File: src/rtl/gff_pkg.sv
package gff_pkg;

    localparam int BYTE_W = 8;

    typedef enum logic [2:0] {
        RK_NONE, RK_RAW, RK_MASK, RK_SWAP, RK_REV, RK_SHR, RK_SHL, RK_FLAG
    } rd_kind_e;

    typedef enum logic [2:0] {
        WK_NONE, WK_START, WK_END, WK_PLO, WK_PHI
    } wr_kind_e;

    typedef struct packed {
        rd_kind_e kind;
        logic     flag;
    } rd_stage_t;

    function automatic rd_kind_e decode_rd(input logic [3:0] grp);
        case (grp)
            4'h1:    return RK_RAW;
            4'h2:    return RK_MASK;
            4'h3:    return RK_SWAP;
            4'h4:    return RK_REV;
            4'h5:    return RK_SHR;
            4'h6:    return RK_SHL;
            4'h7:    return RK_FLAG;
            default: return RK_NONE;
        endcase
    endfunction

    function automatic wr_kind_e decode_wr(input logic [3:0] grp);
        case (grp)
            4'h8:    return WK_START;
            4'h9:    return WK_END;
            4'hA:    return WK_PLO;
            4'hB:    return WK_PHI;
            default: return WK_NONE;
        endcase
    endfunction

    function automatic logic [BYTE_W-1:0] bit_rev(input logic [BYTE_W-1:0] d);
        logic [BYTE_W-1:0] r;
        for (int k = 0; k < BYTE_W; k++) r[k] = d[BYTE_W-1-k];
        return r;
    endfunction

    function automatic logic [BYTE_W-1:0] shape(input rd_kind_e k,
                                                input logic [BYTE_W-1:0] d,
                                                input logic f);
        logic [BYTE_W-1:0] gate;
        gate = {BYTE_W{f}};
        case (k)
            RK_RAW:  return d;
            RK_MASK: return d & gate;
            RK_SWAP: return {d[3:0], d[7:4]} & gate;
            RK_REV:  return bit_rev(d) & gate;
            RK_SHR:  return {1'b0, d[7:1]} & gate;
            RK_SHL:  return {d[6:0], 1'b0} & gate;
            RK_FLAG: return gate;
            default: return '0;
        endcase
    endfunction

endpackage

File: src/rtl/gff_slot.sv
module gff_slot
    import gff_pkg::*;
#(
    parameter int PTR_W = 11
) (
    input  logic              clk,
    input  logic              rst,
    input  logic              rd_hit,
    input  logic              step,
    input  wr_kind_e          wr_kind,
    input  logic [BYTE_W-1:0] wdata,
    output logic [PTR_W-1:0]  ptr,
    output logic              flag_eval
);
    localparam int HI_W = PTR_W - BYTE_W;

    logic [PTR_W-1:0]  ptr_q;
    logic [BYTE_W-1:0] start_q, end_q;
    logic              flag_q;
    logic [BYTE_W-1:0] low;

    assign low = ptr_q[BYTE_W-1:0];
    assign ptr = ptr_q;

    always_comb begin
        if (low == start_q)    flag_eval = 1'b1;
        else if (low == end_q) flag_eval = 1'b0;
        else                   flag_eval = flag_q;
    end

    always_ff @(posedge clk) begin
        if (rst) begin
            ptr_q   <= '0;
            start_q <= '0;
            end_q   <= '0;
            flag_q  <= 1'b0;
        end else begin
            if (rd_hit) flag_q <= flag_eval;
            if (step)   ptr_q  <= ptr_q - 1'b1;
            case (wr_kind)
                WK_START: begin start_q <= wdata; flag_q <= 1'b0; end
                WK_END:   end_q <= wdata;
                WK_PLO:   ptr_q[BYTE_W-1:0] <= wdata;
                WK_PHI:   ptr_q[PTR_W-1:BYTE_W] <= wdata[HI_W-1:0];
                default:  ;
            endcase
        end
    end

    AST_STEP_DEC: assert property (@(posedge clk) disable iff (rst)
        step |=> ptr_q == $past(ptr_q) - 1'b1);
    AST_START_CLR: assert property (@(posedge clk) disable iff (rst)
        wr_kind == WK_START |=> !flag_q);
    AST_IDLE_HOLD: assert property (@(posedge clk) disable iff (rst)
        (!rd_hit && wr_kind == WK_NONE) |=> ($stable(ptr_q) && $stable(flag_q)));
    AST_EVAL_SET: assert property (@(posedge clk) disable iff (rst)
        (rd_hit && wr_kind == WK_NONE && low == start_q) |=> flag_q);

endmodule

File: src/rtl/gff_shape.sv
module gff_shape
    import gff_pkg::*;
(
    input  rd_stage_t         stage,
    input  logic [BYTE_W-1:0] raw,
    output logic [BYTE_W-1:0] dout
);
    assign dout = shape(stage.kind, raw, stage.flag);
endmodule

File: src/rtl/gfx_fetch_bank.sv
module gfx_fetch_bank
    import gff_pkg::*;
#(
    parameter int N_FETCH = 8,
    parameter int PTR_W   = 11,
    parameter int ADDR_W  = 7
) (
    input  logic              clk,
    input  logic              rst,
    input  logic              bus_rd,
    input  logic              bus_wr,
    input  logic [ADDR_W-1:0] bus_addr,
    input  logic [BYTE_W-1:0] bus_wdata,
    output logic [BYTE_W-1:0] bus_rdata,
    output logic              bus_rvalid,
    output logic [PTR_W-1:0]  mem_addr,
    input  logic [BYTE_W-1:0] mem_rdata
);
    localparam int IDX_W = $clog2(N_FETCH);
    localparam int GRP_W = ADDR_W - IDX_W;

    logic [IDX_W-1:0] idx;
    logic [GRP_W-1:0] grp;
    rd_kind_e         rd_kind;
    wr_kind_e         wr_kind;
    logic [N_FETCH-1:0] hit;
    logic [PTR_W-1:0] ptr_a [N_FETCH];
    logic             feval [N_FETCH];
    rd_stage_t        st_q;

    assign idx     = bus_addr[IDX_W-1:0];
    assign grp     = bus_addr[ADDR_W-1:IDX_W];
    assign rd_kind = bus_rd ? decode_rd(grp) : RK_NONE;
    assign wr_kind = bus_wr ? decode_wr(grp) : WK_NONE;

    for (genvar g = 0; g < N_FETCH; g++) begin : g_slot
        logic     sel;
        wr_kind_e wk;
        assign sel    = (idx == IDX_W'(g));
        assign hit[g] = sel && (rd_kind != RK_NONE);
        assign wk     = sel ? wr_kind : WK_NONE;
        gff_slot #(.PTR_W(PTR_W)) u_slot (
            .clk       (clk),
            .rst       (rst),
            .rd_hit    (hit[g]),
            .step      (hit[g] && rd_kind != RK_FLAG),
            .wr_kind   (wk),
            .wdata     (bus_wdata),
            .ptr       (ptr_a[g]),
            .flag_eval (feval[g])
        );
    end

    assign mem_addr = ~ptr_a[idx];

    always_ff @(posedge clk) begin
        if (rst) begin
            bus_rvalid <= 1'b0;
            st_q       <= '{kind: RK_NONE, flag: 1'b0};
        end else begin
            bus_rvalid <= bus_rd;
            if (bus_rd) begin
                st_q.kind <= rd_kind;
                st_q.flag <= feval[idx];
            end
        end
    end

    gff_shape u_shape (
        .stage (st_q),
        .raw   (mem_rdata),
        .dout  (bus_rdata)
    );

    AST_ONE_HIT: assert property (@(posedge clk) disable iff (rst)
        $onehot0(hit));
    AST_RVALID_NEXT: assert property (@(posedge clk) disable iff (rst)
        bus_rd |=> bus_rvalid);
    AST_MASK_ZERO: assert property (@(posedge clk) disable iff (rst)
        (bus_rvalid && !st_q.flag && st_q.kind inside {RK_MASK, RK_SWAP, RK_REV, RK_SHR, RK_SHL})
        |-> bus_rdata == '0);
    AST_UNUSED_ZERO: assert property (@(posedge clk) disable iff (rst)
        (bus_rvalid && st_q.kind == RK_NONE) |-> bus_rdata == '0);
    AST_RD_WR_EXCL: assert property (@(posedge clk) disable iff (rst)
        !(bus_rd && bus_wr));

endmodule

File: config.mk
export PLATFORM = sky130hd
export DESIGN_NAME = gfx_fetch_bank
export DESIGN_NICKNAME = d
export VERILOG_FILES = /design/src/rtl/gff_pkg.sv /design/src/rtl/gff_slot.sv /design/src/rtl/gff_shape.sv /design/src/rtl/gfx_fetch_bank.sv
export SDC_FILE = /design/constraint.sdc
export NUM_CORES = 1
export LEC_CHECK = 0
export ABC_AREA = 1
export BUFFER_PORTS_ARGS = -buffer_cell sky130_fd_sc_hd__clkbuf_2
export CORE_UTILIZATION = 56
export DETAILED_ROUTE_END_ITERATION = 12
export PLACE_DENSITY_LB_ADDON = 0.2
export SLEW_MARGIN = 25
export SYNTH_ARGS = -nofsm -noshare
export SYNTH_HDL_FRONTEND = slang
export SYNTH_SLANG_ARGS = --single-unit
File: constraint.sdc
create_clock -name clk -period 2.2 [get_ports clk]
set_input_delay 0.44 -clock clk [delete_from_list [all_inputs] [get_ports clk]]
set_output_delay 0.44 -clock clk [all_outputs]
set_load 0.05 [all_outputs]
* Yosys cells after proc, flatten, opt, wreduce, memory -nomap -nowiden *
Index checks and enable logic that the tools add are counted.

word-level totals
  bits in registers = 229
  word-level logic and storage cells = 234

cells by class
  add/sub/neg operators = 8
  reductions and logical operators = 42
  bitwise operators = 7
  order comparisons = 1
  multiplexer cells = 59
  eq/ne operators = 74

operators by type and width
  operator                                                   number
  equality test 8 bit                                        16
  2-to-1 mux 11 bit                                          10
  subtractor 11 x 1 -> 11 bit (second input constant)        8
  2-to-1 mux 8 bit                                           8
  equality test 3 x 2 -> 1 bit (second input constant)       20
  one-hot mux 8 bit (7 select lines)                         1
  2-to-1 mux 3 bit                                           18
  equality test 3 bit (second input constant)                16
  binary-select mux 11 bit (select 3 bit)                    1
  AND 8 bit                                                  4
  nonzero test 2 bit                                         16
  equality test 3 x 1 -> 1 bit (second input constant)       10
  one-hot mux 3 bit (7 select lines)                         1
  2-to-1 mux 1 bit                                           18
  equality test 4 x 3 -> 1 bit (second input constant)       4
  equality test 4 bit (second input constant)                4
  logical AND 1 bit                                          16
  OR reduction 2 bit                                         8
  one-hot mux 3 bit (4 select lines)                         1
  inverter 11 bit                                            1
  AND 7 x 8 -> 8 bit                                         1
  equality test 4 x 2 -> 1 bit (second input constant)       2
  equality test 4 x 1 -> 1 bit (second input constant)       1
  greater-or-equal comparator 4 bit (second input constant)  1
  other kinds (5)                                            5

* Depth between registers and ports, before layout *
  depth after elaboration = 8
  mapped depth = 14
  depth with buffers taken out = 14

* Hierarchy *
From an unflattened synthesis, not the netlist that was laid out.

second synthesis, totals
  cells, all modules = 2291
  area total of the unflattened synthesis = 14650.3 µm²

by module, submodules not included
  module          instances  area each (µm²)  cells an instance
  gff_slot        8          1605.3           242
  gfx_fetch_bank  1          1246.2           255
  gff_shape       1          561.8            100

* Worst setup path after synthesis *
OpenSTA, ideal clock, no wires.

  path type = in2out
  start point = input bus_addr[1]
  end point = output mem_addr[8]
  cell stages on the path = 6
  path buffers = 2
  required time = 1.760 ns
  setup slack = -0.462 ns
  arrival = 2.222 ns
  path through = inv_1 nor2_1 buf_4 clkbuf_1 a221oi_1 o21ai_0

on the way
  word-level cells in the longest chain between the ends = 5

RTL lines
  element                                               line                  text
  from (decl)                                           gfx_fetch_bank.sv:12  input logic [ADDR_W-1:0] bus_addr,
  inverter 3 -> 4 bit (not written as such)             gfx_fetch_bank.sv:54  assign mem_addr = ~ptr_a[idx];
  binary-select mux 11 bit (select 3 bit)               gfx_fetch_bank.sv:54
  2-to-1 mux 11 bit (not written as such) (2 in a row)  gfx_fetch_bank.sv:54
  inverter 11 bit                                       gfx_fetch_bank.sv:54
  to (decl)                                             gfx_fetch_bank.sv:16  output logic [PTR_W-1:0] mem_addr,

No other way between the ends. The select of a mux whose other input is x is not followed.

* Final worst setup path *
  start point = register st_q[2] in the netlist's numbering
  end point = output bus_rdata[4]

on the way
  word-level cells in the longest chain between the ends = 2
  elaborated cells between the ends (all ways) = 8
  those cells by class = eq/ne (7); mux (1)

RTL lines
  element                                      line                  text
  from (decl)                                  gfx_fetch_bank.sv:29  rd_stage_t st_q;
  from (signal assigned)                       gfx_fetch_bank.sv:59  st_q <= '{kind: RK_NONE, flag: 1'b0};
  equality test 3 bit (tied with other cells)  gff_pkg.sv:52         case (k)
  one-hot mux 8 bit (7 select lines) (*)       gff_pkg.sv:52
  to (decl)                                    gfx_fetch_bank.sv:14  output logic [BYTE_W-1:0] bus_rdata,

Every way passes the cells marked *; elsewhere a longest branch is shown, timed or not.

==> flow_metrics.tcl <==
set metrics [dict create \
    start_kind "register" \
    violations "setup timing" \
    max_cap_violations 0 \
    register_area_sq_um 4670 \
    synth_area_leader_cell "dfxtp_1" \
    power_density_nw_per_um2 640 \
    cp.required_ns 1.76 \
    multi_input_area_sq_um 7170 \
    slew_viol_final 0 \
    via_count 13700 \
    final-hold-violation-count 0 \
    nNetsFinal 2084 \
    irDropWorstVdd_mv 0.587 \
    worstMarginPinSlew_ns 0.786 \
    status "finished with violations" \
    synth_flop_cell "dfxtp_1" \
    clock_path_buffers 3 \
    path_clk_slew_ns 0.06 \
    p_sw_mw 2.79 \
    p_leak_nw 6.90 \
    fmax_mhz 446 \
    final_util 0.689 \
    fp.coreArea_sq_um 22600 \
    swShare 0.280 \
    cts-root-buf "clkbuf_16" \
    crit_fanout 5 \
    arrival_ns 1.80 \
    cts_made_buffers 26 \
    grt.total_usage 0.375 \
    grt_max_degree 79 \
    maxSlewHeadroom 0.476 \
    grt_remaining_overflow 0 \
    remaining_drc_errors 0 \
    die_h_um 154 \
    yosysMostFrequentCell "nand2_1" \
    hpwlAfterDp_um 31000 \
    synth_fp_nets 1964 \
    ys.warnings.count 0 \
    wl_um 44600 \
    grt_pass1_vias 12500 \
    crit_path_end_kind "output port" \
    layout_min_cycle_time_ns 2.24 \
    ant_nets 0 \
    gp_congestion 0.959 \
    seqPwrFrac 0.429 \
    hold-worst-slack_ns 0.194 \
    htreeDepth 1 \
    io_pins 47 \
    first_pass_iters 6 \
    insertion_delay_ns 0.53 \
    die_width_um 154 \
    pwr-share-comb 0.149 \
    antenna_cells 0 \
    fin_cells 2351 \
    netlist_area_sq_um 12900 \
    area_growth_pct 20.6 \
    postCtsHoldBufs 0 \
    drt-initial-drc-count 1463 \
    dp.cells 2292 \
    io_buffers 46 \
    skew_ns 0.0117 \
    dieArea_sq_um 23700 \
    critPathKind "reg -> out" \
    rows 55 \
    fin_crit_sh 1.02 \
    synth_edf_count 0 \
    antenna_found_initial 0 \
    rsz0062_at_grt "yes" \
    yosysSeqAreaShare 0.355 \
    synth_top_area_share 0.355 \
    fillers 1925 \
    cts_tree "built" \
    power_mw 9.98 \
    netlist_instances 1929 \
    yosys.cell_types.count 48 \
    setup_viol 7 \
    layout-drive-gt1-share 0.174 \
    synth.top_cells.by_count "nand2_1 (426), inv_1 (276), dfxtp_1 (229), o21ai_0 (179), a21oi_1 (160)" \
    grt_first_pass_wirelength_um 69600 \
    timing.final.ws_setup_ns -0.0437 \
    ys_async_sr_fraction 0 \
    clkPwrFrac 0.422 \
    avgSynthCellArea_sq_um 6.70 \
    wl_per_cell_um 19.0 \
    intPower_mw 7.19 \
    post_drt_via_cell_ratio 5.84 \
    ys_ff_latch 229 \
    initial_core_util 0.571 \
    ys_top_cells_by_area "dfxtp_1 (35%), nand2_1 (12%), inv_1 (8.0%), o21ai_0 (6.9%), a21oi_1 (6.2%)" \
    reg2reg_slack_ns 0.19 \
    cts.sinks 229 \
    min_path_type "in -> reg" \
]
-- flip-flops by register name, indices dropped and copies added (netlist names) --
register,cells
g_slot.u_slot.ptr,88
bus_rvalid,1
g_slot.u_slot.end_q,64
st_q,4
g_slot.u_slot.start_q,64
g_slot.u_slot.flag_q,8
-- cell type report --
| type | count | area share |
|---|---|---|
| Clock buffer | 40 | 0.0509 |
| Clock inverter | 5 | 0.00160 |
| Inverter | 294 | 0.0725 |
| Multi-Input combinational cell | 1327 | 0.459 |
| Sequential cell | 229 | 0.299 |
| Tap cell | 285 | 0.0229 |
| Timing Repair Buffer | 171 | 0.0936 |
-- layer usage --
metal / routed length (um) / vias to the layer above / track usage
met3: 4210 / 127 / 0.0578
met5: 0 / - / 0
met1: 18800 / 6355 / 0.509
met2: 19500 / 632 / 0.590
met4: 2090 / 0 / 0.163
li1: - / 6621 / -
-- critical path, cell delays in order, from the launching register on --
cell	delay, ns
dfxtp_4	0.36
inv_2	0.11
nor2_4	0.06
buf_4	0.13
a221oi_1	0.26
o22ai_1	0.13
buf_4	0.21
-- through the flow --
step,TNS [ns],worst slack [ns],cell area (sq um)
global route,-0.666,-0.112,15600
CTS,-0.00245,-0.00238,15300
global placement,-0.806,-0.159,14200
finish,-0.161,-0.0437,15600
detailed placement,-0.892,-0.155,14200
floorplan,-2.02,-0.228,13000
-- cells by family after synthesis --
kind of cell | count (synthesis) | share of synthesized area
DFF | 229 | 0.355
AOI/OAI and AO/OA | 490 | 0.218
and+or+nand+nor | 732 | 0.241
muxes | 1 | 0.000871
adders and majority gates | 8 | 0.00774
buffers and inverters | 373 | 0.113
xor gates and xnor gates | 96 | 0.0650
-- power groups by stage --
stage / Clock, mW / Combinational, mW / Sequential, mW
final: 4.21 / 1.49 / 4.28
after global placement: 0 / 1.35 / 4.37
after global routing: 4.42 / 1.59 / 4.29
after CTS: 4.24 / 1.41 / 4.28
after floorplan: 0 / 0.825 / 4.34
after detailed placement: 0 / 1.36 / 4.37
-- repair_timing --
item	in CTS	in global routing
pin swaps	10	17
gates resized for setup	101	86
endpoints found under the setup margin	18	19
buffers inserted	5	10
-- final timing paths --
| kind | startpoint | endpoint | depth (start not counted) |
|---|---|---|---|
| hold / removal | bus_addr[3] | st_q[1]$_SDFFE_PP0P_ | 3 |
| hold reg to reg | g_slot[6].u_slot.start_q[1]$_SDFFE_PP0N_ | g_slot[6].u_slot.start_q[1]$_SDFFE_PP0N_ | 2 |
| setup reg to reg | g_slot[2].u_slot.ptr[1]$_SDFFE_PP0P_ | g_slot[2].u_slot.ptr[10]$_SDFFE_PP0P_ | 8 |
| setup / recovery | st_q[2]$_SDFFE_PP0P_ | bus_rdata[4] | 6 |
-- placed cells by master, fill, tap and decap left out, drive strengths merged --
cell type  instances
a211oi            12
a21oi            161
a221oi            13
a31oi             23
a32oi              4
buf              139
clkbuf            72
clkinv            10
dfxtp            229
ha                 8
inv              289
mux2               1
nand2            431
nand3             62
nand3b             1
nand4             41
nor2             164
nor3              26
nor4               3
o2111ai           12
o211ai            15
o21a               3
o21ai            183
o221a              1
o221ai            16
o22ai             40
o311ai             2
o31ai              2
o32ai              2
o41ai              1
or2                4
xnor2             53
xor2              43
No activity file was read; power rests on OpenSTA's default activity.
